<file path="src/rtl/sscr_pkg.sv">
package sscr_pkg;
   // Status register bit positions (host decodes these)
   localparam int ST_CKFAIL = 0;
   localparam int ST_BATT   = 1;
   localparam int ST_ALARM  = 2;
   localparam int ST_SEAL   = 5;
   localparam int ST_ARST   = 7;
   // Oscillator-fail register
   localparam int OF_FLAG   = 7;
   // Interrupt control register
   localparam int IC_LPM    = 5;
   localparam int IC_ALME   = 6;
   // Index of the auto-clearable flags
   localparam int AC_BATT   = 0;
   localparam int AC_ALARM  = 1;
   localparam int N_AC      = 2;
endpackage

</file>
<file path="src/rtl/sscr_sticky_bit.sv">
module sscr_sticky_bit #(
   parameter bit RST_VAL     = 1'b0,
   parameter bit HAS_AUTOCLR = 1'b0
) (
   input  logic clk,
   input  logic rst_n,
   input  logic set_i,
   input  logic wclr_i,
   input  logic aclr_i,
   input  logic spare_i,
   output logic q
);
   logic aclr_eff;

   generate
      if (HAS_AUTOCLR) begin : g_ac
         assign aclr_eff = aclr_i & ~spare_i;
      end else begin : g_noac
         assign aclr_eff = 1'b0;
      end
   endgenerate

   always_ff @(posedge clk or negedge rst_n) begin
      if (!rst_n)       q <= RST_VAL;
      else if (set_i)   q <= 1'b1;
      else if (wclr_i)  q <= 1'b0;
      else if (aclr_eff) q <= 1'b0;
   end


   set_wins_chk: assert property (@(posedge clk) disable iff (!rst_n)
      set_i |=> q);


   no_spurious_set_chk: assert property (@(posedge clk) disable iff (!rst_n)
      (!q && !set_i) |=> !q);
endmodule

</file>
<file path="src/rtl/sscr_rd_track.sv">
module sscr_rd_track #(
   parameter int N_EVT = 2
) (
   input  logic             clk,
   input  logic             rst_n,
   input  logic             rd_start,
   input  logic             rd_done,
   input  logic             addr_hit,
   input  logic [N_EVT-1:0] evt,
   output logic             aclr_pulse,
   output logic [N_EVT-1:0] spare
);
   initial begin
      if (N_EVT < 1) $error("N_EVT must be at least 1");
   end

   logic             rd_live;
   logic [N_EVT-1:0] hits;

   always_ff @(posedge clk or negedge rst_n) begin
      if (!rst_n) begin
         rd_live <= 1'b0;
         hits    <= '0;
      end else if (rd_done) begin
         rd_live <= 1'b0;
         hits    <= '0;
      end else if (rd_start) begin
         rd_live <= addr_hit;
         hits    <= evt;
      end else if (rd_live) begin
         hits    <= hits | evt;
      end
   end

   assign aclr_pulse = rd_done & rd_live;
   assign spare      = hits | evt;


   window_close_chk: assert property (@(posedge clk) disable iff (!rst_n)
      rd_done |=> !rd_live);


   hit_kept_chk: assert property (@(posedge clk) disable iff (!rst_n)
      (rd_live && !rd_done && !rd_start && evt != '0) |=> (hits & $past(evt)) == $past(evt));
endmodule

</file>
<file path="src/rtl/sscr_ctrl_regs.sv">
module sscr_ctrl_regs #(
   parameter int DATA_W = 8
) (
   input  logic              clk,
   input  logic              rst_n,
   input  logic              wr_stat,
   input  logic              wr_intc,
   input  logic [DATA_W-1:0] wdata,
   output logic              arst,
   output logic              seal,
   output logic              alme,
   output logic              lpm
);
   import sscr_pkg::*;

   always_ff @(posedge clk or negedge rst_n) begin
      if (!rst_n) begin
         arst <= 1'b0;
         seal <= 1'b0;
      end else if (wr_stat) begin
         arst <= wdata[ST_ARST];
         seal <= wdata[ST_SEAL];
      end
   end

   always_ff @(posedge clk or negedge rst_n) begin
      if (!rst_n) begin
         alme <= 1'b0;
         lpm  <= 1'b0;
      end else if (wr_intc) begin
         alme <= wdata[IC_ALME];
         lpm  <= wdata[IC_LPM];
      end
   end


   seal_hold_chk: assert property (@(posedge clk) disable iff (!rst_n)
      !wr_stat |=> $stable(seal));


   alme_hold_chk: assert property (@(posedge clk) disable iff (!rst_n)
      !wr_intc |=> $stable(alme) && $stable(lpm));
endmodule

</file>
<file path="src/rtl/sscr_top.sv">
module sscr_top #(
   parameter int          ADDR_W    = 4,
   parameter int          DATA_W    = 8,
   parameter logic [3:0]  ADDR_STAT = 4'hB,
   parameter logic [3:0]  ADDR_OSCF = 4'h9,
   parameter logic [3:0]  ADDR_INTC = 4'h8
) (
   input  logic              clk,
   input  logic              rst_n,
   input  logic              evt_pwr_lost,
   input  logic              evt_batt_entry,
   input  logic              evt_alarm_match,
   input  logic              osc_absent,
   input  logic              clk_reg_wr,
   input  logic [ADDR_W-1:0] host_addr,
   input  logic              host_wr,
   input  logic [DATA_W-1:0] host_wdata,
   input  logic              rd_start,
   input  logic              rd_done,
   output logic [DATA_W-1:0] host_rdata,
   output logic              alarm_en,
   output logic              lowpwr_mode,
   output logic              seal_out
);
   import sscr_pkg::*;

   localparam logic [ADDR_W-1:0] A_ST = ADDR_W'(ADDR_STAT);
   localparam logic [ADDR_W-1:0] A_OF = ADDR_W'(ADDR_OSCF);
   localparam logic [ADDR_W-1:0] A_IC = ADDR_W'(ADDR_INTC);

   initial begin
      if (DATA_W != 8) $error("DATA_W must be 8");
      if (ADDR_W < 4) $error("ADDR_W too small for register addresses");
      if (A_ST == A_OF || A_ST == A_IC || A_OF == A_IC)
         $error("register addresses must differ");
   end

   logic wr_st, wr_of, wr_ic;
   assign wr_st = host_wr && (host_addr == A_ST);
   assign wr_of = host_wr && (host_addr == A_OF);
   assign wr_ic = host_wr && (host_addr == A_IC);

   logic arst_q, seal_q;

   sscr_ctrl_regs #(.DATA_W(DATA_W)) u_ctrl (
      .clk     (clk),
      .rst_n   (rst_n),
      .wr_stat (wr_st),
      .wr_intc (wr_ic),
      .wdata   (host_wdata),
      .arst    (arst_q),
      .seal    (seal_q),
      .alme    (alarm_en),
      .lpm     (lowpwr_mode)
   );
   assign seal_out = seal_q;

   // Auto-clearable flags: battery and alarm
   logic [N_AC-1:0] ac_set, ac_wclr, ac_spare, ac_q;
   logic            aclr;

   assign ac_set[AC_BATT]   = evt_batt_entry;
   assign ac_set[AC_ALARM]  = evt_alarm_match & alarm_en;
   assign ac_wclr[AC_BATT]  = wr_st & ~host_wdata[ST_BATT];
   assign ac_wclr[AC_ALARM] = wr_st & ~host_wdata[ST_ALARM];

   sscr_rd_track #(.N_EVT(N_AC)) u_rdtrk (
      .clk        (clk),
      .rst_n      (rst_n),
      .rd_start   (rd_start),
      .rd_done    (rd_done),
      .addr_hit   (host_addr == A_ST),
      .evt        (ac_set),
      .aclr_pulse (aclr),
      .spare      (ac_spare)
   );

   generate
      for (genvar i = 0; i < N_AC; i++) begin : g_acf
         sscr_sticky_bit #(.RST_VAL(1'b0), .HAS_AUTOCLR(1'b1)) u_flag (
            .clk     (clk),
            .rst_n   (rst_n),
            .set_i   (ac_set[i]),
            .wclr_i  (ac_wclr[i]),
            .aclr_i  (aclr & arst_q),
            .spare_i (ac_spare[i]),
            .q       (ac_q[i])
         );
      end
   endgenerate

   logic ckfail_q, oscf_q;

   sscr_sticky_bit #(.RST_VAL(1'b0), .HAS_AUTOCLR(1'b0)) u_ckfail (
      .clk     (clk),
      .rst_n   (rst_n),
      .set_i   (evt_pwr_lost),
      .wclr_i  (clk_reg_wr),
      .aclr_i  (1'b0),
      .spare_i (1'b0),
      .q       (ckfail_q)
   );

   sscr_sticky_bit #(.RST_VAL(1'b1), .HAS_AUTOCLR(1'b0)) u_oscf (
      .clk     (clk),
      .rst_n   (rst_n),
      .set_i   (osc_absent),
      .wclr_i  (wr_of & ~host_wdata[OF_FLAG] & ~osc_absent),
      .aclr_i  (1'b0),
      .spare_i (1'b0),
      .q       (oscf_q)
   );

   always_comb begin
      host_rdata = '0;
      if (host_addr == A_ST) begin
         host_rdata[ST_ARST]   = arst_q;
         host_rdata[ST_SEAL]   = seal_q;
         host_rdata[ST_ALARM]  = ac_q[AC_ALARM];
         host_rdata[ST_BATT]   = ac_q[AC_BATT];
         host_rdata[ST_CKFAIL] = ckfail_q;
      end else if (host_addr == A_OF) begin
         host_rdata[OF_FLAG]   = oscf_q;
      end else if (host_addr == A_IC) begin
         host_rdata[IC_ALME]   = alarm_en;
         host_rdata[IC_LPM]    = lowpwr_mode;
      end
   end


   ckfail_ro_chk: assert property (@(posedge clk) disable iff (!rst_n)
      (ckfail_q && !clk_reg_wr) |=> ckfail_q);


   alarm_gate_chk: assert property (@(posedge clk) disable iff (!rst_n)
      $rose(ac_q[AC_ALARM]) |-> $past(alarm_en));


   no_aclr_off_chk: assert property (@(posedge clk) disable iff (!rst_n)
      (!arst_q && ac_q[AC_BATT] && !wr_st) |=> ac_q[AC_BATT]);


   osc_missing_chk: assert property (@(posedge clk) disable iff (!rst_n)
      osc_absent |=> oscf_q);
endmodule

</file>
<file path="config.mk">
export PLATFORM = sky130hd
export DESIGN_NAME = sscr_top
export DESIGN_NICKNAME = d
export VERILOG_FILES = /design/src/rtl/sscr_pkg.sv /design/src/rtl/sscr_sticky_bit.sv /design/src/rtl/sscr_rd_track.sv /design/src/rtl/sscr_ctrl_regs.sv /design/src/rtl/sscr_top.sv
export SDC_FILE = /design/constraint.sdc
export NUM_CORES = 1
export LEC_CHECK = 0
export CAP_MARGIN = 30
export CELL_PAD_IN_SITES_DETAIL_PLACEMENT = 1
export CELL_PAD_IN_SITES_GLOBAL_PLACEMENT = 1
export CORE_MARGIN = 5
export CORE_UTILIZATION = 42
export DETAILED_ROUTE_END_ITERATION = 7
export DONT_BUFFER_PORTS = 1
export GPL_TIMING_DRIVEN = 0
export PLACE_DENSITY_LB_ADDON = 0.12
export SETUP_SLACK_MARGIN = 0.15
export SYNTH_ARGS = -nofsm -noshare
export SYNTH_HDL_FRONTEND = slang
export SYNTH_HIERARCHICAL = 1
export SYNTH_SLANG_ARGS = --single-unit
export TNS_END_PERCENT = 20
</file>
<file path="constraint.sdc">
create_clock -name clk -period 1.45 [get_ports clk]
set_input_delay 0.0725 -clock clk [delete_from_list [all_inputs] [get_ports clk]]
set_output_delay 0.0725 -clock clk [all_outputs]
set_load 0.05 [all_outputs]
</file>
==> results of run 1 <==
layout make-up:
type	instances	area, um2	share of cell area (%)
tap	15	18.77	2.209
timing repair buffer	12	122.6	14.43
inverter	4	15.01	1.767
buffer	3	26.28	3.093
clock buffer	4	26.28	3.093
multi-input combinational	44	361.6	42.56
sequential	11	279.0	32.84
worst register-to-register path: stages (launching register included):
cell      delay [ns]
dfrtp_2         0.53
and2_4          0.20
or2_4           0.23
nand2b_4        0.13
a31o_1          0.20
cell families (layout without fill, tap and decap cells):
kind of cell | count (synthesis) | count (layout) | synth area share (%)
and+or+nand+nor | 27 | 27 | 27.68
DFF | 11 | 11 | 44.65
AOI/OAI and AO/OA | 9 | 9 | 9.899
buffers and inverters | 7 | 23 | 6.665
muxes | 6 | 6 | 10.50
other | 1 | 2 | 0.6055
where the power goes:
group / switching (mW) / internal, mW
clock: 0.0988 / 0.107
combinational: 0.0809 / 0.0916
sequential: 0.100 / 0.344
total: 0.280 / 0.542
layout by cell type (no fill, tap or decap), types with 2 or more instances in the layout:
master and count:
dlygate4sd3_1 11, dfrtp_1 8, and2_1 5, nand2b_1 4, inv_1 4, mux2_1 4
nor3_1 3, clkbuf_4 3, nor2_1 2, buf_4 2, conb_1 2, a31o_1 2
a21o_1 2, dfrtp_2 2, o21ai_1 2
synthesized netlist by cell type (all sizes together) (2+ instances only):
library cell and n:
nand2b 6, o21ai 2, a31o 2, inv 4
a21o 2, mux2i 2, or2 2, dfrtp 10
buf 3, a21oi 3, mux2 4, and2 6
nor2 2, nor3 3
state kept, by name (all words and copies together) (netlist names):
signal           count
u_ctrl/alme          1
u_rdtrk/hits         2
u_ctrl/lpm           1
u_rdtrk/rd_live      1
u_ctrl/seal          1
g_acf.u_flag/q       2
u_oscf/q             1
u_ctrl/arst          1
u_ckfail/q           1
metrics by stage:
stage                     setup slack [ns]  power, mW
final                              -0.1957     0.8220
after global routing               -0.2527     0.8681
after CTS                          -0.2143     0.8368
after detailed placement           0.08331     0.5839
after global placement             0.09177     0.5794
after floorplan                     0.1173     0.5644
metal layers:
layer | GRT usage [%] | part of all wire (%) | vias up
met4 | 6.912 | 1.1 | 0
met5 | 0 | 0 | -
met1 | 16.57 | 40 | 243
met2 | 24.13 | 51 | 19
li1 | - | - | 243
met3 | 7.645 | 8.2 | 2
path summary, 6_finish.rpt:
kind                       depth (start not counted)              start  slack, ns                 to
max                                                2         u_ctrl/lpm      -0.20      host_rdata[5]
min                                                2           rd_start       0.02    u_rdtrk/hits[1]
max reg2reg                                        4        u_ctrl/alme       0.06  g_acf[1].u_flag/q
min reg2reg                                        1  g_acf[1].u_flag/q       0.50  g_acf[1].u_flag/q
max in group asynchronous                          1              rst_n       0.86         u_ctrl/lpm
min in group asynchronous                          1              rst_n       0.21  g_acf[0].u_flag/q
what timing repair did:
item | 4_1_cts | 5_1_grt
endpoints found under the hold margin | 21 | 0
hold buffers | 12 | 0
buffers inserted | 0 | 0
gates resized for setup | 2 | 1
pin swaps | 4 | 1
setup endpoints to repair | 4 | 5
==> flow_summary.ini, run 1 <==
[yosys]
syn_avg_cell_area_um2 = 10.15
synthDominantCellAreaShare_pct = 40.40
yosys.area.top_type = dfrtp_1
synth_cell_types = 27
ys_ff_latch = 11
yosysSeqAreaShare_pct = 44.65
synth-async-reset-ratio_pct = 100.0
yosysWarnings = 6
syn_area_um2 = 619.3
yosys-top-cells-area = dfrtp_1 40%, mux2_1 7.3%, and2_1 6.1%
ys.flop_type = dfrtp_1
synth_cells = 61
synth_edf_count = 0

[die]
die_h_um = 48.40
rows = 13
io_pins = 33
core-area_mm2 = 0.001350
die-area_mm2 = 0.002343
die_x_um = 48.40
initial_core_util_pct = 45.88

[final_layout]
area_growth_syn_to_layout_pct = 37.17
final_layout_size_suffix_gt1_share_pct = 26.92
n_antenna_cell = 0
layout.nets = 101
final_cells = 93
post-route-util_pct = 62.93
fillers = 151
design_area_um2 = 849.6

[sta]
holdWs_ns = 0.02450
hold_violations = 0
fin_skew_ns = 0.004772
slew_headroom_pct = 51.00
setup_tns_ns = -0.3165
slew_violations = 0
fin_crit_sh_pct = 113.5
setup_viol = 3
max_freq_ghz = 0.6076
layout_min_cycle_time_ns = 1.646
setup_ws_ns = -0.1957
worst_pin_slew_ns = 0.7319
grt_setup_unrepaired = yes

[route]
drcViolationCount = 0
drtAntennaViolNets = 0
first_iter_violations = 2
routed_wl_um = 1575
first_pass_iters = 4
post_drt_wl_per_cell_um = 16.94
via_per_inst = 5.452
num_vias = 507

[clocking]
cts_buffers = 3
numClockSinks = 11
clockBufferDepth = 2
h-tree-depth = 1
path_clk_slew_ns = 0.07
clk_latency_ns = 0.27
cts_tree = done
clockRootBuffer = clkbuf_4

[setup_path]
startpoint_type = register
arrival_ns = 1.57
cp_slowest_cell = dfrtp_2
cp.required_ns = 1.38
cp.buffers_inverters = 0
cpPeakStageDelay_ns = 0.53
cp_top_family = flip-flops
path_cells = or3b_4, a21oi_4
crit_path_max_fanout = 3
end_kind = primary output
crit_type = reg2out

[placed_design]
dpl_cell_area_um2 = 690.7
hpwl_um = 1069
gp_congestion = 0.7420
dp_cells = 77
portBuffers = 0

[run]
drv_cap = 0

[outcome]
failed_checks = negative setup slack
status = finished, violations left

[power_and_ir_drop]
power_leakage_nw = 0.3503
p_per_area_mw_per_mm2 = 967.5
ir_drop_mv = 0.7494

[global_route]
antenna_found_initial = 0
grt_use_total_pct = 15.16
grt_overflow = 0
grt_max_degree = 12
grt_pass1_wl_um = 2739
grt_pass1_vias = 554

[hold_path]
hp-class = in2reg
Note: power is estimated with default switching activity, not from simulation.
==> run 2, diff against run 1 <==
--- a/config.mk
+++ b/config.mk
@@ -5,6 +5,7 @@
 export SDC_FILE = /design/constraint.sdc
 export NUM_CORES = 1
 export LEC_CHECK = 0
+export ABC_AREA = 0
 export CAP_MARGIN = 30
 export CELL_PAD_IN_SITES_DETAIL_PLACEMENT = 1
 export CELL_PAD_IN_SITES_GLOBAL_PLACEMENT = 1
==> constraint.sdc (replaced) <==
create_clock -name clk -period 1.6 [get_ports clk]
set_input_delay 0.08 -clock clk [delete_from_list [all_inputs] [get_ports clk]]
set_output_delay 0.08 -clock clk [all_outputs]
set_load 0.05 [all_outputs]
==> flow_summary.ini, run 2 (same netlist as run 1, synthesis figures left out) <==
[final_layout]
n_antenna_cell = 0
post-route-util_pct = 62.74
layout.nets = 100
final_layout_size_suffix_gt1_share_pct = 28.57
reg_top3 = g_acf.u_flag/q (2), u_rdtrk/hits (2)
most-common-layout-cells = 10 x dlygate4sd3_1, 8 x dfrtp_1, 5 x and2_1
multi_input_area_um2 = 370.4
area_growth_syn_to_layout_pct = 36.77
final_cells = 92
layout_commonest_cell = dlygate4sd3_1
fillers = 153
design_area_um2 = 847.1
regArea_um2 = 279.0

[route]
drcViolationCount = 0
first_pass_iters = 3
routed_wl_um = 1680
via_per_inst = 5.587
post_drt_wl_per_cell_um = 18.26
first_iter_violations = 8
num_vias = 514
drtAntennaViolNets = 0

[global_route]
grt_pass1_wl_um = 2822
grtUsageMet1_pct = 16.35
met3_usage_pct = 7.034
met2_usage_pct = 25.00
grt_overflow = 0
grt_use_total_pct = 15.02
grt-busiest-layer = met2
grt_max_degree = 12
grt_pass1_vias = 601
antenna_found_initial = 0

[die]
io_pins = 33
core-area_mm2 = 0.001350
die-area_mm2 = 0.002343
initial_core_util_pct = 45.88
die_h_um = 48.40
rows = 13
die_x_um = 48.40

[placed_design]
hpwl_um = 1201
gp_congestion = 0.6941
portBuffers = 0
dp_cells = 78
dpl_cell_area_um2 = 664.4

[power_and_ir_drop]
seq_power_share_pct = 53.2
swShare_pct = 35.27
pwr-share-comb_pct = 21.2
power.switching_mw = 0.2683
power_leakage_nw = 0.3359
total_power_mw = 0.7609
pwr-share-clk_pct = 25.6
intPower_mw = 0.4926
ir_drop_mv = 0.4824
p_per_area_mw_per_mm2 = 898.3

[clocking]
clk_latency_ns = 0.27
clockRootBuffer = clkbuf_4
cts_buffers = 3
cts_tree = done
post_cts_buffers = 0
clockBufferDepth = 2
numClockSinks = 11
h-tree-depth = 1
path_clk_slew_ns = 0.07

[setup_path]
end_kind = primary output
startpoint_type = register
r2r_setup_slack_ns = 0.20
crit-reg2reg-launch = u_ctrl/alme
path_cells = or3b_4, a21oi_4
worst-path-stages = 2
ff2ff_path_depth = 4
cp-endpoint = host_rdata[5]
crit_path_max_fanout = 3
cpPeakStageDelay_ns = 0.53
cp.buffers_inverters = 0
crit_start = u_ctrl/lpm
arrival_ns = 1.57
crit_type = reg2out
r2r-end = g_acf[1].u_flag/q
cp_top_family = flip-flops
cp.required_ns = 1.52
cp_slowest_cell = dfrtp_2

[sta]
setup_ws_ns = -0.05113
slew_violations = 0
slew_headroom_pct = 62.48
layout_min_cycle_time_ns = 1.651
hold_violations = 0
max_freq_ghz = 0.6056
fin_crit_sh_pct = 103.2
setup_viol = 1
fin_skew_ns = 0.002572
grt_setup_unrepaired = yes
worst_pin_slew_ns = 0.5623
setup_tns_ns = -0.05113

[run]
drv_cap = 0

[outcome]
failed_checks = negative setup slack
status = finished, violations left

[hold_path]
hp-class = in2reg
## run 2: cell types whose count changed in the layout (fill, tap and decap cells not counted), sizes merged
| cell | before | now |
|---|---|---|
| buf | 3 | 4 |
| dlymetal6s4s | 1 | 0 |
| dlygate4sd3 | 11 | 10 |
## run 2: stage by stage
step / worst slack [ns] / hold slack, ns
floorplan: -0.09852 / -0.2156
global placement: -0.1688 / -0.2153
detailed placement: -0.03086 / -0.2153
CTS: -0.06883 / 0.005842
global route: -0.1042 / 0.001522
finish: -0.05113 / 0.02211
## run 2: worst reg2reg max path, stage by stage, from the launching register on
cell and delay [ns]:
dfrtp_2 0.53, and2_4 0.20, or2_4 0.24, nand2b_4 0.13
a31o_1 0.21
## run 2: layout make-up
class / count / share of cell area (%)
buffer: 3 / 3.102
clock buffer: 4 / 3.102
inverter: 4 / 1.773
multi-input combinational: 44 / 43.72
sequential: 11 / 32.94
tap: 15 / 2.216
timing repair buffer: 11 / 13.15
## run 2: repair_timing
action,CTS,global route
hold buffers,10,0
resized for setup,7,5
endpoints found under the hold margin,21,0
setup endpoints to repair,4,4
pin swaps,3,3
## run 2: worst min-delay path by stage
stage / endpoint / from / depth (start not counted)
5_1_grt: u_oscf/q / host_wdata[7] / 3
3_5_place_dp: u_ctrl/lpm / rst_n / 0
2_1_floorplan: g_acf[0].u_flag/q / rst_n / 0
6_report: u_oscf/q / host_wdata[7] / 3
4_1_cts: u_oscf/q / host_wdata[7] / 3
3_3_place_gp: u_ctrl/lpm / rst_n / 0
## run 2: power by group through the flow
stage	sequential [mW]	combinational [mW]	clock, mW
2_1_floorplan	0.395	0.0961	0
3_3_place_gp	0.404	0.102	0
3_5_place_dp	0.405	0.107	0
4_1_cts	0.403	0.148	0.199
5_1_grt	0.410	0.174	0.220
6_report	0.405	0.162	0.195
## run 2: per-layer routing
metal	share of wire (%)	wire, um
met5	0	0
met4	0	0
met3	8.2	138
met2	52	871
met1	40	670
